<file path="src/rtl/nbl_pkg.sv">
package nbl_pkg;

   typedef enum logic [3:0] {
      S_IDLE,
      S_SETUP,
      S_CONFIRM,
      S_WAIT_ARM,
      S_FILL,
      S_WAIT_BUF,
      S_LEAVE,
      S_WAIT_LEAVE
   } seq_state_e;

   // status word bit positions, decoded by the device side as well
   localparam int unsigned STB_READY      = 7;
   localparam int unsigned STB_BUF_BUSY   = 0;
   localparam int unsigned STB_PROG_ERR   = 4;
   localparam int unsigned STB_SUPPLY_ERR = 3;
   localparam int unsigned STB_LOCK_ERR   = 1;

endpackage

</file>
<file path="src/rtl/nbl_req_check.sv">
module nbl_req_check #(
   parameter int unsigned ADDR_W      = 24,
   parameter int unsigned CHUNK_WORDS = 512,
   parameter int unsigned BLOCK_WORDS = 65536,
   parameter int unsigned LEN_W       = 17
) (
   input  logic [ADDR_W-1:0] base_i,
   input  logic [LEN_W-1:0]  len_i,
   output logic              reject_o
);
   localparam int unsigned CH_LOG2  = $clog2(CHUNK_WORDS);
   localparam int unsigned BLK_LOG2 = $clog2(BLOCK_WORDS);

   logic             aligned;
   logic [LEN_W-1:0] offs;
   logic [LEN_W-1:0] room;

   generate
      if (CH_LOG2 == 0) begin : g_any_align
         assign aligned = 1'b1;
      end else begin : g_mask_align
         assign aligned = (base_i[CH_LOG2-1:0] == '0);
      end
   endgenerate

   assign offs     = {1'b0, base_i[BLK_LOG2-1:0]};
   assign room     = LEN_W'(BLOCK_WORDS) - offs;
   assign reject_o = !aligned || (len_i > room);

   wire unused_base = ^base_i;

endmodule

</file>
<file path="src/rtl/nbl_word_track.sv">
module nbl_word_track #(
   parameter int unsigned CHUNK_WORDS = 512,
   parameter int unsigned LEN_W       = 17
) (
   input  logic             clk,
   input  logic             rst_n,
   input  logic             clr_i,
   input  logic             beat_i,
   input  logic [LEN_W-1:0] len_i,
   output logic             pad_o,
   output logic             chunk_end_o,
   output logic [LEN_W-1:0] offset_o
);
   localparam int unsigned CH_LOG2 = $clog2(CHUNK_WORDS);
   localparam int unsigned CH_W    = (CH_LOG2 > 0) ? CH_LOG2 : 1;

   logic [CH_W-1:0]  widx;
   logic [LEN_W-1:0] wcount;

   assign chunk_end_o = (widx == CH_W'(CHUNK_WORDS - 1));
   assign pad_o       = (wcount >= len_i);
   assign offset_o    = wcount;

   always_ff @(posedge clk or negedge rst_n) begin
      if (!rst_n) begin
         widx   <= '0;
         wcount <= '0;
      end else if (clr_i) begin
         widx   <= '0;
         wcount <= '0;
      end else if (beat_i) begin
         wcount <= wcount + LEN_W'(1);
         widx   <= chunk_end_o ? '0 : widx + CH_W'(1);
      end
   end

endmodule

</file>
<file path="src/rtl/nbl_status_eval.sv">
module nbl_status_eval
   import nbl_pkg::*;
#(
   parameter int unsigned DATA_W = 16
) (
   input  logic [DATA_W-1:0] rdata_i,
   output logic              arm_ok_o,
   output logic              buf_free_o,
   output logic              dev_ready_o,
   output logic              fault_o
);
   assign dev_ready_o = rdata_i[STB_READY];
   assign buf_free_o  = !rdata_i[STB_BUF_BUSY];
   assign arm_ok_o    = !rdata_i[STB_READY] && !rdata_i[STB_BUF_BUSY];
   assign fault_o     = rdata_i[STB_PROG_ERR] | rdata_i[STB_SUPPLY_ERR]
                      | rdata_i[STB_LOCK_ERR];

   wire unused_rd = ^rdata_i;

endmodule

</file>
<file path="src/rtl/flash_bulk_streamer.sv">
module flash_bulk_streamer
   import nbl_pkg::*;
#(
   parameter int unsigned ADDR_W      = 24,
   parameter int unsigned DATA_W      = 16,
   parameter int unsigned CHUNK_WORDS = 512,
   parameter int unsigned BLOCK_WORDS = 65536,
   parameter logic [DATA_W-1:0] SETUP_CMD   = 'h0080,
   parameter logic [DATA_W-1:0] CONFIRM_CMD = 'h00D0,
   localparam int unsigned LEN_W = $clog2(BLOCK_WORDS) + 1
) (
   input  logic              clk,
   input  logic              rst_n,
   input  logic              start,
   input  logic [ADDR_W-1:0] start_base,
   input  logic [LEN_W-1:0]  start_len,
   output logic              done,
   output logic              error,
   input  logic              in_valid,
   output logic              in_ready,
   input  logic [DATA_W-1:0] in_data,
   output logic [ADDR_W-1:0] bus_addr,
   output logic [DATA_W-1:0] bus_wdata,
   output logic              bus_we,
   output logic              bus_re,
   input  logic [DATA_W-1:0] bus_rdata
);
   localparam int unsigned CH_LOG2  = $clog2(CHUNK_WORDS);
   localparam int unsigned BLK_LOG2 = $clog2(BLOCK_WORDS);

   // elaboration-time parameter checks
   generate
      if ((1 << CH_LOG2) != CHUNK_WORDS) begin : g_bad_chunk
         $error("CHUNK_WORDS must be a power of two");
      end
      if ((1 << BLK_LOG2) != BLOCK_WORDS) begin : g_bad_block
         $error("BLOCK_WORDS must be a power of two");
      end
      if (BLOCK_WORDS <= CHUNK_WORDS) begin : g_bad_ratio
         $error("BLOCK_WORDS must exceed CHUNK_WORDS");
      end
      if (ADDR_W <= BLK_LOG2) begin : g_bad_addr
         $error("ADDR_W must cover more than one block");
      end
      if (DATA_W < 8) begin : g_bad_data
         $error("DATA_W must hold the status byte");
      end
   endgenerate

   seq_state_e        state;
   logic [ADDR_W-1:0] base_q;
   logic [LEN_W-1:0]  len_q;
   logic              rd_pend;
   logic              done_q;
   logic              err_q;

   logic              reject;
   logic              pad;
   logic              chunk_end;
   logic [LEN_W-1:0]  offset;
   logic              arm_ok, buf_free, dev_ready, fault;
   logic              polling, sample, beat, accept;
   logic [ADDR_W-1:0] exit_addr;

   nbl_req_check #(
      .ADDR_W     (ADDR_W),
      .CHUNK_WORDS(CHUNK_WORDS),
      .BLOCK_WORDS(BLOCK_WORDS),
      .LEN_W      (LEN_W)
   ) u_req (
      .base_i  (start_base),
      .len_i   (start_len),
      .reject_o(reject)
   );

   nbl_word_track #(
      .CHUNK_WORDS(CHUNK_WORDS),
      .LEN_W      (LEN_W)
   ) u_track (
      .clk        (clk),
      .rst_n      (rst_n),
      .clr_i      (accept),
      .beat_i     (beat),
      .len_i      (len_q),
      .pad_o      (pad),
      .chunk_end_o(chunk_end),
      .offset_o   (offset)
   );

   nbl_status_eval #(
      .DATA_W(DATA_W)
   ) u_stat (
      .rdata_i    (bus_rdata),
      .arm_ok_o   (arm_ok),
      .buf_free_o (buf_free),
      .dev_ready_o(dev_ready),
      .fault_o    (fault)
   );

   assign accept  = (state == S_IDLE) && start && !reject;
   assign polling = (state == S_WAIT_ARM) || (state == S_WAIT_BUF)
                 || (state == S_WAIT_LEAVE);
   assign sample  = polling && rd_pend;
   assign beat    = (state == S_FILL) && (pad || in_valid);

   always_comb begin
      exit_addr                 = base_q;
      exit_addr[BLK_LOG2-1:0]   = '0;
      exit_addr[BLK_LOG2]       = ~base_q[BLK_LOG2];
   end

   assign in_ready = (state == S_FILL) && !pad;
   assign bus_re   = polling && !rd_pend;
   assign bus_we   = (state == S_SETUP) || (state == S_CONFIRM)
                  || (state == S_LEAVE) || beat;
   assign done     = done_q;
   assign error    = err_q;

   always_comb begin
      bus_addr  = base_q;
      bus_wdata = '0;
      unique case (state)
         S_SETUP:   bus_wdata = SETUP_CMD;
         S_CONFIRM: bus_wdata = CONFIRM_CMD;
         S_FILL: begin
            bus_addr  = base_q + ADDR_W'(offset);
            bus_wdata = pad ? '1 : in_data;
         end
         S_LEAVE: begin
            bus_addr  = exit_addr;
            bus_wdata = '1;
         end
         default: ;
      endcase
   end

   always_ff @(posedge clk or negedge rst_n) begin
      if (!rst_n) begin
         state   <= S_IDLE;
         base_q  <= '0;
         len_q   <= '0;
         rd_pend <= 1'b0;
         done_q  <= 1'b0;
         err_q   <= 1'b0;
      end else begin
         done_q  <= 1'b0;
         rd_pend <= polling ? !rd_pend : 1'b0;
         unique case (state)
            S_IDLE: begin
               if (start) begin
                  base_q <= start_base;
                  len_q  <= start_len;
                  if (reject) begin
                     done_q <= 1'b1;
                     err_q  <= 1'b1;
                  end else begin
                     err_q <= 1'b0;
                     state <= S_SETUP;
                  end
               end
            end
            S_SETUP:   state <= S_CONFIRM;
            S_CONFIRM: state <= S_WAIT_ARM;
            S_WAIT_ARM: begin
               if (sample) begin
                  if (arm_ok) begin
                     state <= pad ? S_LEAVE : S_FILL;
                  end else if (dev_ready && fault) begin
                     state  <= S_IDLE;
                     done_q <= 1'b1;
                     err_q  <= 1'b1;
                  end
               end
            end
            S_FILL: begin
               if (beat && chunk_end) state <= S_WAIT_BUF;
            end
            S_WAIT_BUF: begin
               if (sample) begin
                  if (dev_ready) begin
                     state  <= S_IDLE;
                     done_q <= 1'b1;
                     err_q  <= 1'b1;
                  end else if (buf_free) begin
                     state <= pad ? S_LEAVE : S_FILL;
                  end
               end
            end
            S_LEAVE: state <= S_WAIT_LEAVE;
            S_WAIT_LEAVE: begin
               if (sample && dev_ready) begin
                  state  <= S_IDLE;
                  done_q <= 1'b1;
                  err_q  <= fault;
               end
            end
            default: state <= S_IDLE;
         endcase
      end
   end

endmodule

</file>
<file path="config.mk">
export PLATFORM = sky130hd
export DESIGN_NAME = flash_bulk_streamer
export DESIGN_NICKNAME = d
export VERILOG_FILES = /design/src/rtl/nbl_pkg.sv /design/src/rtl/nbl_req_check.sv /design/src/rtl/nbl_word_track.sv /design/src/rtl/nbl_status_eval.sv /design/src/rtl/flash_bulk_streamer.sv
export SDC_FILE = /design/constraint.sdc
export NUM_CORES = 1
export LEC_CHECK = 0
export ABC_CLOCK_PERIOD_IN_PS = 5600
export BUFFER_PORTS_ARGS = -buffer_cell sky130_fd_sc_hd__buf_2
export CORE_ASPECT_RATIO = 2
export CORE_MARGIN = 2
export CORE_UTILIZATION = 40
export DETAILED_ROUTE_END_ITERATION = 16
export PLACE_DENSITY_LB_ADDON = 0.05
export SYNTH_ARGS = -nofsm -noshare
export SYNTH_HDL_FRONTEND = slang
export SYNTH_SLANG_ARGS = --single-unit
</file>
<file path="constraint.sdc">
create_clock -name clk -period 5.6 [get_ports clk]
set_input_delay 0 -clock clk [delete_from_list [all_inputs] [get_ports clk]]
set_output_delay 0 -clock clk [all_outputs]
set_load 0.1 [all_outputs]
</file>
== Word level (Yosys, flattened, before mapping) ==
Cells that the tools add are included.

* Bits in registers: 74
* Bits of input ports: 77
* Logic and storage cells: 104

* $add $sub $neg: 4
* Magnitude comparators: 2
* Equality and inequality tests: 19
* Multiplexer cells: 38
* Bitwise gates (word level): 3
* Reductions and logical operators: 30

{| class="wikitable"
|+ Operators with widths
! kind !! count
|-
| one-hot mux 16 bit (4 select lines) || 1
|-
| one-hot mux 24 bit (2 select lines) || 1
|-
| 2-to-1 mux 4 bit || 10
|-
| 2-to-1 mux 17 bit || 2
|-
| one-hot mux 4 bit (8 select lines) || 1
|-
| 2-to-1 mux 9 bit || 3
|-
| adder 24 x 17 -> 24 bit || 1
|-
| adder 17 x 1 -> 17 bit, second input constant || 1
|-
| greater-or-equal comparator 17 bit || 1
|-
| greater-than comparator 17 bit || 1
|-
| subtractor 17 x 16 -> 17 bit, first input constant || 1
|-
| == test 4 x 3 -> 1 bit, second input constant || 4
|-
| 2-to-1 mux 1 bit || 16
|-
| 2-to-1 mux 16 bit || 1
|-
| AND reduction 8 bit || 2
|-
| inequality test 2 bit, second input constant || 6
|-
| logical AND 1 bit || 10
|-
| adder 9 x 1 -> 9 bit, second input constant || 1
|-
| == test 9 bit, second input constant || 1
|-
| zero test 9 bit || 1
|-
| == test 4 x 2 -> 1 bit, second input constant || 2
|-
| one-hot mux 1 bit (4 select lines) || 2
|-
| logical OR 1 bit || 7
|-
| zero test 1 bit || 6
|-
| other kinds (11) || 14
|}

== Depth between registers and ports, before layout ==
* Word-level depth: 7
* Depth in mapped cells: 15
* Gate-level depth less buffers: 15

== Hierarchy ==
From an unflattened synthesis, not the netlist that was laid out.

* Cells, all modules: 616
* Area, all modules: 5,632.9 µm²

{| class="wikitable"
|+ By module, submodules not included
! module !! times used !! cells each !! area each (µm²) !! sequential area each (µm²)
|-
| flash_bulk_streamer || 1 || 333 || 3,198.1 || 1,176.1
|-
| nbl_word_track || 1 || 192 || 1,744.2 || 650.6
|-
| nbl_req_check || 1 || 87 || 669.4 || 0.0
|-
| nbl_status_eval || 1 || 4 || 21.3 || 0.0
|}

== Least setup slack after synthesis ==
No wires, ideal clock.

* Path kind: register to output
* From: register u_track.wcount[0] (netlist: u_track.offset_o[0])
* To: output bus_addr[14]
* Arrival time: 4,214 ps
* Setup slack: 1,386 ps
* Stages on the path, launching flop included: 10
* Path buffers: 0
* Path through: dfrtp_1 -> ha_1 -> fa_1 -> a211oi_1 -> nor4_1 -> o21ai_0 -> nand2_1 -> a31oi_1 -> xor2_1 -> o31ai_1

* Word-level cells in the longest chain between the ends: 2

{| class="wikitable"
|+ RTL lines
! item !! line !! RTL
|-
| start, declared || nbl_word_track.sv:18 || <nowiki>logic [LEN_W-1:0] wcount;</nowiki>
|-
| start signal, assigned || nbl_word_track.sv:32 || <nowiki>wcount <= wcount + LEN_W'(1);</nowiki>
|-
| adder 24 x 17 -> 24 bit || flash_bulk_streamer.sv:126 || <nowiki>bus_addr = base_q + ADDR_W'(offset);</nowiki>
|-
| one-hot mux 24 bit (2 select lines) || flash_bulk_streamer.sv:122 || <nowiki>unique case (state)</nowiki>
|-
| end, declared || flash_bulk_streamer.sv:22 || <nowiki>output logic [ADDR_W-1:0] bus_addr,</nowiki>
|}

No other way between the ends.

== Worst setup path after layout ==
* From: input start_base[2]
* To: register u_track.widx[6]

* Word-level cells in the longest chain between the ends: 6
* Elaborated cells between the ends (all ways): 9
* Those cells by class: add/sub: 1; order compare: 1; mux: 1; reduce/logical: 6

{| class="wikitable"
|+ RTL lines
! item !! line !! RTL
|-
| start, declared || flash_bulk_streamer.sv:15 || <nowiki>input logic [ADDR_W-1:0] start_base,</nowiki>
|-
| subtractor 17 x 16 -> 17 bit / zero test 9 bit (equally long branches) || nbl_req_check.sv:27, nbl_req_check.sv:22 ||
|-
| greater-than comparator 17 bit / zero test 1 bit (equally long branches) || nbl_req_check.sv:28 || <nowiki>assign reject_o = !aligned || (len_i > room);</nowiki>
|-
| logical OR 1 bit * || nbl_req_check.sv:28 ||
|-
| zero test 1 bit * || flash_bulk_streamer.sv:100 || <nowiki>assign accept = (state == S_IDLE) && start && !reject;</nowiki>
|-
| logical AND 1 bit * || flash_bulk_streamer.sv:100 ||
|-
| 2-to-1 mux 9 bit / nonzero test 2 bit (equally long branches) || n/a ||
|-
| end signal, assigned || nbl_word_track.sv:33 || <nowiki>widx <= chunk_end_o ? '0 : widx + CH_W'(1);</nowiki>
|-
| end, declared || nbl_word_track.sv:17 || <nowiki>logic [CH_W-1:0] widx;</nowiki>
|}

Mark *: on every way between the ends. The rest lies on a longest branch, timed or not.
A chain may end at the register's enable or synchronous reset.

==> flow_summary_export.csv <==
group,metric,value,unit
run_status,status,"complete, no violations",
placement,place_inst,975,
yosys,syn-num-nets,825,
pwr,p_total,4.33,mW
grt,grt_pass1_vias,5389,
setup_path,critPathArrivalTime,4190,ps
yosys,synth_edf_count,0,
placement,io_buffers,110,
setup_path,crit_path_max_fanout,14,
sta,fin_setup_tns,0,ps
floorplanning,pin_count,122,
sta,finalCritPeriodShare,70.9,%
grt,grt_pass1_wl,26.9,mm
yosys,yosysSeqAreaShare,31.5,%
pwr,p_leak,3.51,nW
yosys,synth.area.top_cells,"dfrtp_1 32%, ha_1 12%, nand2_1 9.3%, o21ai_0 4.6%, xnor2_1 2.9%",
cts,clkSinkCount,73,
yosys,synthCells,691,
sta,period_minus_slack,3970,ps
finish,stdcell_count,1031,
cts,cts_hold_buf,40,
detailed_routing,wire_per_inst,16.6,microns
sta,whs,22.6,ps
yosys,yosysTopAreaCell,"dfrtp_1",
yosys,ys_top_cells_by_count,"144 x nand2_1, 73 x dfrtp_1, 56 x ha_1",
grt,grt_util_all_layers,22.5,%
yosys,synth_cell_types,66,
job,maxCapViolations,0,
yosys,synth_top_area_share,31.5,%
placement,dp_hpwl,13.2,mm
sta,worst_slack,1630,ps
placement,gp_congestion,0.811,
sta,drv_slew,0,
floorplanning,die_w,89.1,microns
grt,grt_max_degree,55,
detailed_routing,remaining_drc_errors,0,
finish,drive_above_1_share,19.3,%
floorplanning,core,14300,sq um
detailed_routing,avgViaCountPerCell,5.36,
detailed_routing,vias,5525,
finish,utilization,50.5,%
sta,setup_violations,0,
yosys,synth-seq-cells,73,
cts,htreeDepth,3,
setup_path,start_kind,"primary input",
cts,clkTransAtPathRegs,60,ps
finish,area_growth,24.5,%
detailed_routing,drtIter0Drc,230,
sta,rsz0062_at_grt,"no",
finish,antenna_cells,0,
pwr,vdd_drop_max,0.478,mV
sta,worst_pin_slew,983,ps
setup_path,path_class,"in -> reg",
setup_path,endpoint_kind,"flop",
floorplanning,die_y,174,microns
finish,finalNetCount,968,
cts,worstSkewPairLatency,330,ps
sta,slew_headroom,34.4,%
sta,hold_viol_final,0,
cts,cts_tree,"built",
grt,gr-total-overflow,0,
sta,fmax,0.252,GHz
floorplanning,dieArea,15500,sq um
placement,place_area,6520,sq um
finish,final_area,7210,sq um
floorplanning,initial_core_util,40.6,%
detailed_routing,finalWirelength,17.1,mm
yosys,syn_area,5790,sq um
yosys,synth_area_per_cell,8.39,sq um
grt,antenna_found_initial,0,
cts,cts_buffer_depth,2,
cts,root_buffer,"clkbuf_16",
cts,cts.repair.resized,0,
cts,cts_made_buffers,9,
detailed_routing,ant_nets,0,
placement,place_ws,1850,ps
yosys,ys_warn_count,0,
sta,skew,6.39,ps
yosys,synthMostInstantiatedCell,"nand2_1",
pwr,powerDensity,600,nW/um^2
detailed_routing,dr.pass1.iters,5,
cts,cts_setup_buffers,0,
setup_path,crit_required,5820,ps
floorplanning,rows,62,
yosys,async_flop_share,100,%
hold_path,holdCritPathClass,"in -> reg",
yosys,synthFlopType,"dfrtp_1",
==> flip-flops by register name, summed over array words and instances, names as in the netlist <==
name              count
base_q               24
u_track.widx          9
rd_pend               1
len_q                17
state                 3
u_track.offset_o     17
error                 1
done                  1
==> power by group <==
part           leakage (nW)  internal (mW)  switching [mW]  total, mW
combinational          2.48          0.713            2.13       2.85
clock                 0.146          0.345           0.232      0.576
sequential            0.878          0.713           0.195      0.908
==> critical path, stage by stage <==
cell and delay [ps]:
dlygate4sd3_1 540, buf_2 150, or4_1 610, nor4_2 280
nand2_1 170, or3_1 390, ha_1 300, nand4_1 160
or4_1 580, o22a_2 330, nand2_4 210, nor2_4 100
a221o_1 370
==> final timing paths <==
path	cells past startpoint	slack, ps	to	start
min in group asynchronous	2	190	u_track.offset_o[14]$_DFFE_PN0P_	rst_n
max	13	1630	u_track.widx[6]$_DFFE_PN0P_	start_base[2]
max reg2reg	7	2520	u_track.widx[6]$_DFFE_PN0P_	state[2]$_DFFE_PN0P_
min	3	20	base_q[8]$_DFFE_PN0P_	start_base[8]
min reg2reg	2	500	base_q[23]$_DFFE_PN0P_	base_q[23]$_DFFE_PN0P_
max in group asynchronous	3	4310	len_q[5]$_DFFE_PN0P_	rst_n
==> final cells by class <==
type	count	area, sq um
Clock buffer	9	225
Clock inverter	7	70.1
Fill cell	1441	7060
Inverter	36	135
Multi-Input combinational cell	556	3700
Sequential cell	73	1830
Tap cell	192	240
Timing Repair Buffer	158	1010
==> metal layers <==
metal  GRT usage (%)  part of all wire [%]
met5               0                     0
met4            10.0                   4.2
met3            2.61                   3.0
met2            40.7                    55
met1            25.3                    38
==> kinds of logic (layout without fill, tap and decap cells) <==
kind of cell	after synthesis	in the layout	synth area share, %
buf+inv	62	210	4.53
flops	73	73	31.5
compound gates	173	173	21.6
simple gates	281	281	22.8
xor+xnor	37	37	5.59
mux	8	8	1.45
fa+ha+maj	57	57	12.4
==> placed cells by master (no fill, tap or decap), drive strengths merged, types with 3 or more instances in the layout <==
cell,n
nand4,10
a2111oi,6
xnor2,19
nand3b,3
nor3,11
mux2i,5
nand2b,9
nor2,42
a211oi,9
a21oi,33
or3,5
clkinv,4
nand2,145
dfrtp,73
xor2,18
a32o,4
nand3,23
o21ai,56
o41ai,5
clkbuf,9
buf,118
and3,9
a22o,6
o21bai,3
o211ai,3
inv,37
a21o,12
mux2,3
o21a,15
nor4,4
dlygate4sd3,40
ha,56
and2,6
or2,5
a31oi,4
Note: power is estimated with default switching activity, not from simulation.
